==> config.mk <==
export PLATFORM = sky130hd
export DESIGN_NAME = hb_supervisor
export DESIGN_NICKNAME = d
export VERILOG_FILES = /design/src/rtl/hb_sup_pkg.sv /design/src/rtl/hb_channel.sv /design/src/rtl/hb_ext_beat.sv /design/src/rtl/hb_supervisor.sv
export SDC_FILE = /design/constraint.sdc
export NUM_CORES = 1
export LEC_CHECK = 0
export BUFFER_PORTS_ARGS = -buffer_cell sky130_fd_sc_hd__buf_2
export CAP_MARGIN = 30
export CORE_UTILIZATION = 26
export CTS_BUF_LIST = sky130_fd_sc_hd__clkbuf_4 sky130_fd_sc_hd__clkbuf_8 sky130_fd_sc_hd__clkbuf_16
export CTS_CLUSTER_DIAMETER = 50
export CTS_CLUSTER_SIZE = 28
export DETAILED_ROUTE_END_ITERATION = 6
export MAX_ROUTING_LAYER = met4
export RECOVER_POWER = 25
export SLEW_MARGIN = 10
export SYNTH_ARGS = -nofsm -noshare
export SYNTH_HDL_FRONTEND = slang
export SYNTH_SLANG_ARGS = --single-unit
==> constraint.sdc <==
create_clock -name clk -period 9.85 [get_ports clk]
set_clock_uncertainty 0.05 [all_clocks]
set_input_delay 2.955 -clock clk [delete_from_list [all_inputs] [get_ports clk]]
set_output_delay 2.955 -clock clk [all_outputs]
set_load 0.01 [all_outputs]
==> src/rtl/hb_sup_pkg.sv <==
package hb_sup_pkg;

    // Status code reported per element
    typedef enum logic [1:0] {
        ST_OK    = 2'b00,
        ST_RECOV = 2'b01,
        ST_FAIL  = 2'b10
    } hb_stat_e;

    // Internal phase of one channel monitor
    typedef enum logic [1:0] {
        PH_WATCH = 2'b00,
        PH_PULSE = 2'b01,
        PH_GRACE = 2'b10,
        PH_DEAD  = 2'b11
    } hb_phase_e;

endpackage

==> src/rtl/hb_channel.sv <==
module hb_channel
    import hb_sup_pkg::*;
#(
    parameter int CNT_W     = 16,
    parameter int PULSE_LEN = 4,
    parameter int GRACE_LEN = 10,
    parameter int MAX_TRIES = 2
) (
    input  logic             clk,
    input  logic             rst_n,
    input  logic             hb_i,
    input  logic [CNT_W-1:0] tmo_i,
    output logic             rst_o,
    output hb_stat_e         stat_o
);
    localparam int PG_MAX = (PULSE_LEN > GRACE_LEN) ? PULSE_LEN : GRACE_LEN;
    localparam int PG_W   = $clog2(PG_MAX + 1);
    localparam int TIM_W  = (CNT_W > PG_W) ? CNT_W : PG_W;
    localparam int TRY_W  = $clog2(MAX_TRIES + 1);

    typedef struct packed {
        hb_phase_e        phase;
        logic [TIM_W-1:0] cnt;
        logic [TRY_W-1:0] tries;
        logic             prev;
    } chan_s;

    chan_s            ch_d, ch_q;
    logic             beat;
    logic [TIM_W:0]   cnt_inc;
    logic [TIM_W:0]   tmo_ext;

    always_comb begin
        ch_d      = ch_q;
        ch_d.prev = hb_i;
        beat      = hb_i ^ ch_q.prev;
        cnt_inc   = {1'b0, ch_q.cnt} + (TIM_W+1)'(1);
        tmo_ext   = (TIM_W+1)'(tmo_i);
        case (ch_q.phase)
            PH_WATCH: begin
                if (beat) begin
                    ch_d.cnt   = '0;
                    ch_d.tries = '0;
                end else if (cnt_inc >= tmo_ext) begin
                    ch_d.cnt = '0;
                    if (ch_q.tries == TRY_W'(MAX_TRIES)) begin
                        ch_d.phase = PH_DEAD;
                    end else begin
                        ch_d.phase = PH_PULSE;
                        ch_d.tries = ch_q.tries + TRY_W'(1);
                    end
                end else begin
                    ch_d.cnt = cnt_inc[TIM_W-1:0];
                end
            end
            PH_PULSE: begin
                if (ch_q.cnt == TIM_W'(PULSE_LEN - 1)) begin
                    ch_d.phase = PH_GRACE;
                    ch_d.cnt   = '0;
                end else begin
                    ch_d.cnt = cnt_inc[TIM_W-1:0];
                end
            end
            PH_GRACE: begin
                if (ch_q.cnt == TIM_W'(GRACE_LEN - 1)) begin
                    ch_d.phase = PH_WATCH;
                    ch_d.cnt   = '0;
                end else begin
                    ch_d.cnt = cnt_inc[TIM_W-1:0];
                end
            end
            PH_DEAD: begin
                ch_d.phase = PH_DEAD;
            end
            default: ch_d.phase = PH_DEAD;
        endcase
    end

    always_ff @(posedge clk or negedge rst_n) begin
        if (!rst_n) begin
            ch_q <= '{phase: PH_WATCH, cnt: '0, tries: '0, prev: 1'b0};
        end else begin
            ch_q <= ch_d;
        end
    end

    always_comb begin
        rst_o = (ch_q.phase == PH_PULSE);
        case (ch_q.phase)
            PH_WATCH:           stat_o = ST_OK;
            PH_PULSE, PH_GRACE: stat_o = ST_RECOV;
            default:            stat_o = ST_FAIL;
        endcase
    end

endmodule

==> src/rtl/hb_ext_beat.sv <==
module hb_ext_beat #(
    parameter int EXT_DIV = 8
) (
    input  logic clk,
    input  logic rst_n,
    input  logic halt_i,
    output logic beat_o
);
    localparam int DIV_W = (EXT_DIV > 2) ? $clog2(EXT_DIV) : 1;

    typedef struct packed {
        logic [DIV_W-1:0] cnt;
        logic             beat;
    } ext_s;

    ext_s ex_d, ex_q;

    always_comb begin
        ex_d = ex_q;
        if (!halt_i) begin
            if (ex_q.cnt == DIV_W'(EXT_DIV - 1)) begin
                ex_d.cnt  = '0;
                ex_d.beat = ~ex_q.beat;
            end else begin
                ex_d.cnt = ex_q.cnt + DIV_W'(1);
            end
        end
    end

    always_ff @(posedge clk or negedge rst_n) begin
        if (!rst_n) begin
            ex_q <= '{cnt: '0, beat: 1'b0};
        end else begin
            ex_q <= ex_d;
        end
    end

    assign beat_o = ex_q.beat;

endmodule

==> src/rtl/hb_supervisor.sv <==
module hb_supervisor
    import hb_sup_pkg::*;
#(
    parameter int N_SRC     = 4,
    parameter int CNT_W     = 16,
    parameter int PULSE_LEN = 4,
    parameter int GRACE_LEN = 10,
    parameter int MAX_TRIES = 2,
    parameter int EXT_DIV   = 8
) (
    input  logic                   clk,
    input  logic                   rst_n,
    input  logic [N_SRC-1:0]       hb_in,
    input  logic [N_SRC*CNT_W-1:0] tmo_cfg,
    output logic [N_SRC-1:0]       elem_rst,
    output logic [2*N_SRC-1:0]     elem_state,
    output logic                   ext_hb
);
    hb_stat_e         stat [N_SRC];
    logic [N_SRC-1:0] dead;
    logic             any_dead;

    for (genvar g = 0; g < N_SRC; g++) begin : g_chan
        hb_channel #(
            .CNT_W     (CNT_W),
            .PULSE_LEN (PULSE_LEN),
            .GRACE_LEN (GRACE_LEN),
            .MAX_TRIES (MAX_TRIES)
        ) u_chan (
            .clk    (clk),
            .rst_n  (rst_n),
            .hb_i   (hb_in[g]),
            .tmo_i  (tmo_cfg[g*CNT_W +: CNT_W]),
            .rst_o  (elem_rst[g]),
            .stat_o (stat[g])
        );
        assign elem_state[2*g +: 2] = stat[g];
        assign dead[g]              = (stat[g] == ST_FAIL);
    end

    assign any_dead = |dead;

    hb_ext_beat #(
        .EXT_DIV (EXT_DIV)
    ) u_ext (
        .clk    (clk),
        .rst_n  (rst_n),
        .halt_i (any_dead),
        .beat_o (ext_hb)
    );

endmodule

==> results of run 1 <==
-- layer usage --
metal  share of wire (%)  GRT usage, %  vias up
met5                   0             -        -
met4                 2.3          5.20        0
met3                 3.2          1.90       24
met2                  44          19.0       99
met1                  50          16.4     2810
li1                    -             -     3106
-- synthesized netlist by cell type (all sizes together) (4+ instances only) --
cell | instances | share of area (%)
nand2b | 4 | 0.34
or4 | 4 | 0.40
nor3 | 17 | 1.2
xnor2 | 50 | 5.9
nor2b | 9 | 0.76
a22o | 25 | 3.0
clkbuf | 20 | 1.0
ha | 102 | 17
mux2 | 7 | 1.1
nand3b | 5 | 0.51
o22ai | 4 | 0.34
dfrtp | 88 | 30
or3 | 5 | 0.49
o211ai | 4 | 0.47
o21bai | 4 | 0.40
a211oi | 4 | 0.40
nor4 | 16 | 1.4
inv | 91 | 4.6
and3 | 11 | 0.93
and4 | 6 | 0.74
o21ai | 39 | 2.6
xor2 | 19 | 2.2
nand4 | 20 | 1.7
nand2 | 76 | 3.8
a21o | 22 | 2.3
nor3b | 4 | 0.40
buf | 18 | 1.6
nand3 | 34 | 2.4
nor2 | 75 | 3.9
mux2i | 10 | 1.3
a21oi | 35 | 2.4
or2 | 6 | 0.51
-- worst max-delay path: cells and delay by family --
family | cells | cell delay (ns)
AO/OA/AOI/OAI | 6 | 1.73
AND/OR/NAND/NOR | 1 | 0.34
adder cells (fa/ha/maj) | 1 | 0.30
buffers and inverters | 2 | 0.10
-- per-stage QoR --
step / cells / power [W] / utilization, %
6_report: 1301 / 0.000770 / 30.0
5_1_grt: 1301 / 0.000804 / 30.0
4_1_cts: 1301 / 0.000784 / 30.0
3_5_place_dp: 1287 / 0.000451 / 29.1
3_3_place_gp: 1287 / 0.000450 / 29.1
2_1_floorplan: 864 / 0.000417 / -
-- final cells by class --
class                      count  area, um2
inverter                      91        342
sequential                    88       2200
clock buffer                  10        239
timing repair buffer          83        410
fill                        3010      19600
multi-input combinational    647       4690
clock inverter                 4       22.5
tap                          378        473
-- worst paths after layout --
path                                          startpoint                        end  slack [ns]  cells after the start
worst min register to register  g_chan[1].u_chan.ch_q[1]   g_chan[1].u_chan.ch_q[1]        0.42                      1
worst max-delay path                         tmo_cfg[18]  g_chan[1].u_chan.ch_q[12]        4.67                     10
worst min-delay path            g_chan[1].u_chan.ch_q[1]   g_chan[1].u_chan.ch_q[1]        0.42                      1
min in group asynchronous                          rst_n  g_chan[3].u_chan.ch_q[12]        3.22                      1
max in group asynchronous                          rst_n  g_chan[1].u_chan.ch_q[10]        4.80                      2
worst max register to register  g_chan[0].u_chan.ch_q[7]   g_chan[0].u_chan.ch_q[3]        5.66                     13
-- report_power, final --
| group | switching [W] | internal (W) |
|---|---|---|
| clock network | 0.000153 | 0.000174 |
| registers | 0.00000222 | 0.000363 |
| logic | 0.0000450 | 0.0000319 |
| total | 0.000200 | 0.000569 |
-- sequential cells by signal, indices dropped and copies added (netlist names) --
signal              flops
u_ext.ex_q              3
u_ext.beat_o            1
g_chan.u_chan.ch_q     84
-- logic make-up after synthesis --
group	after synthesis	share of synthesized area [%]
muxes	17	2.41
adders and majority gates	102	17.2
AOI/OAI and AO/OA	159	15.0
buffers and inverters	129	7.20
DFF	88	29.7
xor gates and xnor gates	69	8.14
and+or+nand+nor	300	20.4
-- cells in the final DEF, fill, tap and decap left out, types with 3 or more instances in the layout --
cell,n
sky130_fd_sc_hd__o21ai_0,39
sky130_fd_sc_hd__buf_2,76
sky130_fd_sc_hd__nor4_1,15
sky130_fd_sc_hd__o22ai_1,4
sky130_fd_sc_hd__nor3b_1,4
sky130_fd_sc_hd__o21bai_1,4
sky130_fd_sc_hd__nand2_1,76
sky130_fd_sc_hd__or4_1,4
sky130_fd_sc_hd__nand4_1,20
sky130_fd_sc_hd__a21oi_1,35
sky130_fd_sc_hd__nand2b_1,4
sky130_fd_sc_hd__and3_1,11
sky130_fd_sc_hd__clkbuf_1,6
sky130_fd_sc_hd__a21o_1,17
sky130_fd_sc_hd__o21a_1,3
sky130_fd_sc_hd__mux2_2,7
sky130_fd_sc_hd__xnor2_1,50
sky130_fd_sc_hd__dfrtp_1,88
sky130_fd_sc_hd__a21o_2,5
sky130_fd_sc_hd__xor2_1,19
sky130_fd_sc_hd__a31oi_1,3
sky130_fd_sc_hd__and4_1,5
sky130_fd_sc_hd__mux2i_1,10
sky130_fd_sc_hd__a22o_1,24
sky130_fd_sc_hd__nor2b_1,9
sky130_fd_sc_hd__or3_1,4
sky130_fd_sc_hd__ha_1,102
sky130_fd_sc_hd__a211oi_1,4
sky130_fd_sc_hd__inv_1,91
sky130_fd_sc_hd__nor3_1,16
sky130_fd_sc_hd__o211ai_1,3
sky130_fd_sc_hd__or2_2,5
sky130_fd_sc_hd__clkinv_2,3
sky130_fd_sc_hd__nor2_1,74
sky130_fd_sc_hd__clkbuf_16,9
sky130_fd_sc_hd__nand3_1,33
sky130_fd_sc_hd__nand3b_1,5
==> parameters.txt, run 1 <==
Parameter                              Value

Pwr
  Power per Cell Area ... 91.9 nW/um2
  IR Drop Worst-Case VDD ... 0.0686 mV
  Total leakage power ... 4.06 nW

Timing
  Final Hold Vio Count ... 0
  Crit path setup slack, layout ... 4.67 ns
  Final clock period utilization by the worst path ... 52.6%
  Max-slew violation count ... 39
  Post-route setup TNS ... 0 ns
  Setup violations, final ... 0
  Fmax ... 0.193 GHz
  Worst Tran Pin Value ... 2.27 ns
  Tightest hold margin ... 0.422 ns
  RSZ-0062 raised after global routing ... no
  Worst slew slack as a fraction of its limit ... -51.3%
  Minimum period implied by the final worst setup slack ... 5.18 ns

Clock network
  CTS Hold Bufs ... 0
  Clock sink count ... 88
  Cell at the root of the clock tree ... sky130_fd_sc_hd__clkbuf_16
  CTS tree ... built
  Htree depth ... 3
  Later-pin clock latency in the skew report ... 0.35 ns
  Clk slew on worst S/H paths ... 0.07 ns
  Number of gates given a new drive strength after cts ... 0
  CTS buffer count ... 9
  Maximum count of clock buffers along a single path ... 2
  Post-CTS repair timing setup buffer count ... 0

Setup path
  Critical path capture point type ... flip-flop
  Critical-path maximum fanout ... 16
  Required time reported for the critical path endpoint ... 10.10 ns
  Slowest library cell on the worst path ... sky130_fd_sc_hd__o41ai_4
  Category of the worst setup path launch point ... input pin
  Worst EP arrival ... 5.43 ns
  Maximum single-stage delay on the critical path ... 0.86 ns
  Worst path cell trace ... buf_2 > inv_1 > ha_1 > a21oi_1 > o21ai_0 > a41oi_1 > a2111oi_2 > o41ai_4 > and2b_4 > a22o_1
  CP Class ... in -> reg

Finish
  Count of nets after finishing ... 1092
  Layout cell share with drive strength beyond 1 ... 13.2%
  Diodes inserted ... 0
  Post-Layout Inst Area ... 8380 um2
  Area overhead of the layout relative to synthesis ... 12.8%

Route
  Pre-Repair DR Iteration Count ... 4
  Final wirelength ... 17.2 mm
  Via-to-Cell Ratio ... 4.64
  Avg WL per Cell ... 13.3 um
  Via count of the routed design ... 6039
  Detail Route Antenna Nets ... 0
  Initial DRC count ... 371
  Post-detailed-route DRC marker count ... 0

Die
  Floorplan die height ... 171 um
  Area inside the core boundary ... 27900 um2
  Initial Utilization ... 26.6%
  Number of rows created at floorplan ... 61
  Num ports ... 83
  Die Footprint ... 29200 um2
  Horizontal die dimension ... 171 um

Yosys
  Post-synthesis instance area ... 7420 um2
  Synth unique cells ... 67
  Average footprint of a synthesized cell ... 8.59 um2
  Top FF cell, synth ... sky130_fd_sc_hd__dfrtp_1
  Synthesized instance count ... 864
  Seq/Total Area, Yosys ... 29.7%
  Synthesized flop and latch total ... 88
  Post-synth ARST share ... 100%
  Number of nets in the synthesized netlist ... 1036
  Count of yosys warnings during synthesis ... 0
  EDFF count, synth ... 0

Placed design
  Post-placement worst setup slack ... 4.31 ns
  Gp weighted congestion ... 0.808
  Count of input and output buffers ... 82
  Dpl cell area ... 8120 um2
  HPWL after detailed placement ... 13.2 mm

GRT
  Sum of overflow across all layers after global routing ... 0
  Pin count of the biggest net entering global routing ... 52
  Global-route wire length before repair ... 28.4 mm
  Number of global-route vias before repair ... 5916
  Antenna violations before repair ... 0
  Global routing usage summed across all routing layers ... 12.5%

Outcome
  Violations in the final reports ... max-capacitance violations, max-slew violations
  Outcome ... finished with violations

Job
  Max-cap viol count ... 1

Min path
  Hold WC Path Type ... reg -> reg
Note: power is estimated with default switching activity, not from simulation.
==> run 2: changes to the inputs <==
==> constraint.sdc (replaced) <==
create_clock -name clk -period 5.25 [get_ports clk]
set_clock_uncertainty 0.05 [all_clocks]
set_input_delay 1.575 -clock clk [delete_from_list [all_inputs] [get_ports clk]]
set_output_delay 1.575 -clock clk [all_outputs]
set_load 0.01 [all_outputs]
==> parameters.txt, run 2 (synthesis gave the netlist of run 1 again) <==
Parameter                              Value

Timing
  Crit path setup slack, layout ... 1.13 ns (-3.53 ns)
  Post-route setup TNS ... 0 ns (unchanged)
  Setup violations, final ... 0 (unchanged)
  Minimum period implied by the final worst setup slack ... 4.12 ns
  Worst Tran Pin Value ... 2.14 ns (-0.132 ns)
  Fmax ... 0.243 GHz
  Final Hold Vio Count ... 0 (unchanged)
  Worst slew slack as a fraction of its limit ... -42.6% (+8.8 points)
  RSZ-0062 raised after global routing ... no
  Final clock period utilization by the worst path ... 78.4%
  Max-slew violation count ... 36 (-7.7%)

Placed design
  HPWL after detailed placement ... 13.1 mm (-0.67%)
  Post-placement worst setup slack ... 1.12 ns (-3.19 ns)
  Count of input and output buffers ... 82 (unchanged)
  Gp weighted congestion ... 0.843 (+4.3%)
  Placed Cells incl. Taps ... 1288 (+0.078%)

Clock network
  Htree depth ... 3 (unchanged)
  CTS buffer count ... 9 (unchanged)
  Clk slew on worst S/H paths ... 0.07 ns (about the same)
  Number of gates given a new drive strength after cts ... 0 (unchanged)
  Cell at the root of the clock tree ... sky130_fd_sc_hd__clkbuf_16
  Post-CTS repair timing setup buffer count ... 0 (unchanged)
  CTS tree ... built
  CTS Hold Bufs ... 0 (unchanged)
  Maximum count of clock buffers along a single path ... 2 (unchanged)
  Clock sink count ... 88 (unchanged)
  Later-pin clock latency in the skew report ... 0.35 ns (about the same)

Finish
  Layout cell share with drive strength beyond 1 ... 13.7% (+0.48 points)
  Area overhead of the layout relative to synthesis ... 13.8%
  Diodes inserted ... 0 (unchanged)
  Utilization after layout ... 30.3% (+0.27 points)
  Count of nets after finishing ... 1094 (+0.18%)
  Max reg flops ... 84 (unchanged)
  Commonest non-fill, non-tap cells in the layout ... sky130_fd_sc_hd__ha_1, sky130_fd_sc_hd__inv_1, sky130_fd_sc_hd__dfrtp_1
  Cell Count, Final, Fillers Out ... 1305 (+0.31%)
  Most frequent standard cell in the layout excluding fill and tap cells ... sky130_fd_sc_hd__ha_1
  Register bank with the most flops ... g_chan.u_chan.ch_q

GRT
  Sum of overflow across all layers after global routing ... 0 (unchanged)
  Global-route wire length before repair ... 28.6 mm (+0.68%)
  Number of global-route vias before repair ... 5843 (-1.2%)
  Pin count of the biggest net entering global routing ... 67 (+29%)
  Antenna violations before repair ... 0 (unchanged)
  Global routing usage summed across all routing layers ... 12.5% (+0.075 points)

Pwr
  Internal power contribution ... 0.00114 W (+100%)
  Total power draw ... 0.00152 W (+97%)
  Share of power burned in registers ... 45.3% (-2.2 points)
  Clock network power share ... 45.0% (+2.5 points)
  Combinational power share ... 9.7% (-0.3 points)
  Total leakage power ... 4.09 nW (+0.85%)
  Power per Cell Area ... 179 nW/um2 (+95%)
  IR Drop Worst-Case VDD ... 0.139 mV (+100%)
  Switching share of power ... 24.9% (-1.1 points)
  Power dissipated by switching net loads ... 0.000377 W (+88%)

Setup path
  Buf+Inv Stages, Crit Path ... 1 (-1)
  Required time reported for the critical path endpoint ... 5.48 ns (-4.62 ns)
  FF-to-FF End ... g_chan[0].u_chan.ch_q[7]
  Worst setup path endpoint ... g_chan[0].u_chan.ch_q[7]
  CP Launch Point ... g_chan[0].u_chan.ch_q[3]
  Category of the worst setup path launch point ... flip-flop
  CP Class ... reg -> reg
  Critical path capture point type ... flip-flop
  Cell depth of the worst flop-to-flop path ... 14 (+1)
  Logic depth of the worst setup path including buffers ... 14 (+4)
  Category of cells accounting for the largest share of critical-path delay ... simple AND/OR/NAND/NOR gates
  Worst path cell trace ... ha_1 > nand3_2 > nor4_2 > and3_1 > xor2_1 > ha_1 > nand4_1 > nor4_1 > a311oi_1 > nand4b_1 > o2bb2ai_2 > buf_4 > and2b_1 > a22o_1
  Maximum single-stage delay on the critical path ... 0.50 ns (-0.36 ns)
  Worst EP arrival ... 4.34 ns (-1.09 ns)
  Reg2reg setup slack ... 1.13 ns (-4.53 ns)
  Critical-path maximum fanout ... 11 (-5)
  Most prevalent standard cell on the critical path ... sky130_fd_sc_hd__ha_1
  Startpoint of the worst register-to-register path ... g_chan[0].u_chan.ch_q[3]
  Slowest library cell on the worst path ... sky130_fd_sc_hd__nor4_2

Outcome
  Outcome ... finished with violations
  Violations in the final reports ... max-capacitance violations, max-slew violations

Route
  Final wirelength ... 17.1 mm (-0.62%)
  Via count of the routed design ... 6093 (+0.89%)
  Post-detailed-route DRC marker count ... 0 (unchanged)
  Via-to-Cell Ratio ... 4.67 (+0.58%)
  Avg WL per Cell ... 13.1 um (-0.92%)
  Pre-Repair DR Iteration Count ... 5 (+1)
  Detail Route Antenna Nets ... 0 (unchanged)
  Initial DRC count ... 298 (-20%)

Die
  Area inside the core boundary ... 27900 um2 (unchanged)
  Number of rows created at floorplan ... 61 (unchanged)
  Floorplan die height ... 171 um (unchanged)
  Num ports ... 83 (unchanged)
  Die Footprint ... 29200 um2 (unchanged)
  Initial Utilization ... 26.6% (unchanged)
  Horizontal die dimension ... 171 um (unchanged)

Min path
  Hold WC Path Type ... reg -> reg
  Worst hold path startpoint ... g_chan[1].u_chan.ch_q[1]

Job
  Max-cap viol count ... 1 (unchanged)
==> run 2: how the worst min path moves through the flow <==
stage | endpoint | slack [ns] | cells after the start
after floorplan | g_chan[1].u_chan.ch_q[1] | 0.38 | 1
after global placement | g_chan[1].u_chan.ch_q[1] | 0.40 | 1
after detailed placement | g_chan[1].u_chan.ch_q[1] | 0.40 | 1
after CTS | g_chan[1].u_chan.ch_q[1] | 0.41 | 1
after global routing | g_chan[1].u_chan.ch_q[1] | 0.44 | 1
final | g_chan[1].u_chan.ch_q[1] | 0.41 | 1
==> run 2: per-layer routing <==
layer / track usage [%] / wire length [um] / up-vias
met4: 3.96 / 314 / 0
li1: - / - / 3115
met2: 19.0 / 7700 / 98
met1: 16.9 / 8550 / 2860
met5: - / 0 / -
met3: 2.20 / 579 / 20
==> run 2: worst register-to-register path, delay by kind of cell, from the launching register on <==
kind            cells  cell delay (ns)
fa+ha+maj           2             0.57
flops               1             0.47
xor+xnor            1             0.16
simple gates        7             1.60
compound gates      3             0.93
buf+inv             1             0.27
==> run 2: area by class of cell <==
type                       instances  area (um2)
sequential                        88        2200
clock inverter                     4        53.8
multi-input combinational        647        4690
fill                            2998       19500
inverter                          91         342
tap                              378         473
clock buffer                      12         254
timing repair buffer              85         439
==> run 2: through the flow <==
stage / hold slack, ns / instance area (um2)
after global routing: 0.442 / 8450
final: 0.411 / 8450
after floorplan: 0.382 / 7420
after detailed placement: 0.403 / 8130
after global placement: 0.397 / 8130
after CTS: 0.412 / 8440
==> run 2: power groups by stage <==
stage / Clock (W) / Combinational [W] / Sequential [W]
2_1_floorplan: 0 / 0.0000850 / 0.000698
3_5_place_dp: 0 / 0.000149 / 0.000699
5_1_grt: 0.000733 / 0.000171 / 0.000686
4_1_cts: 0.000712 / 0.000150 / 0.000686
6_report: 0.000682 / 0.000148 / 0.000686
3_3_place_gp: 0 / 0.000146 / 0.000699
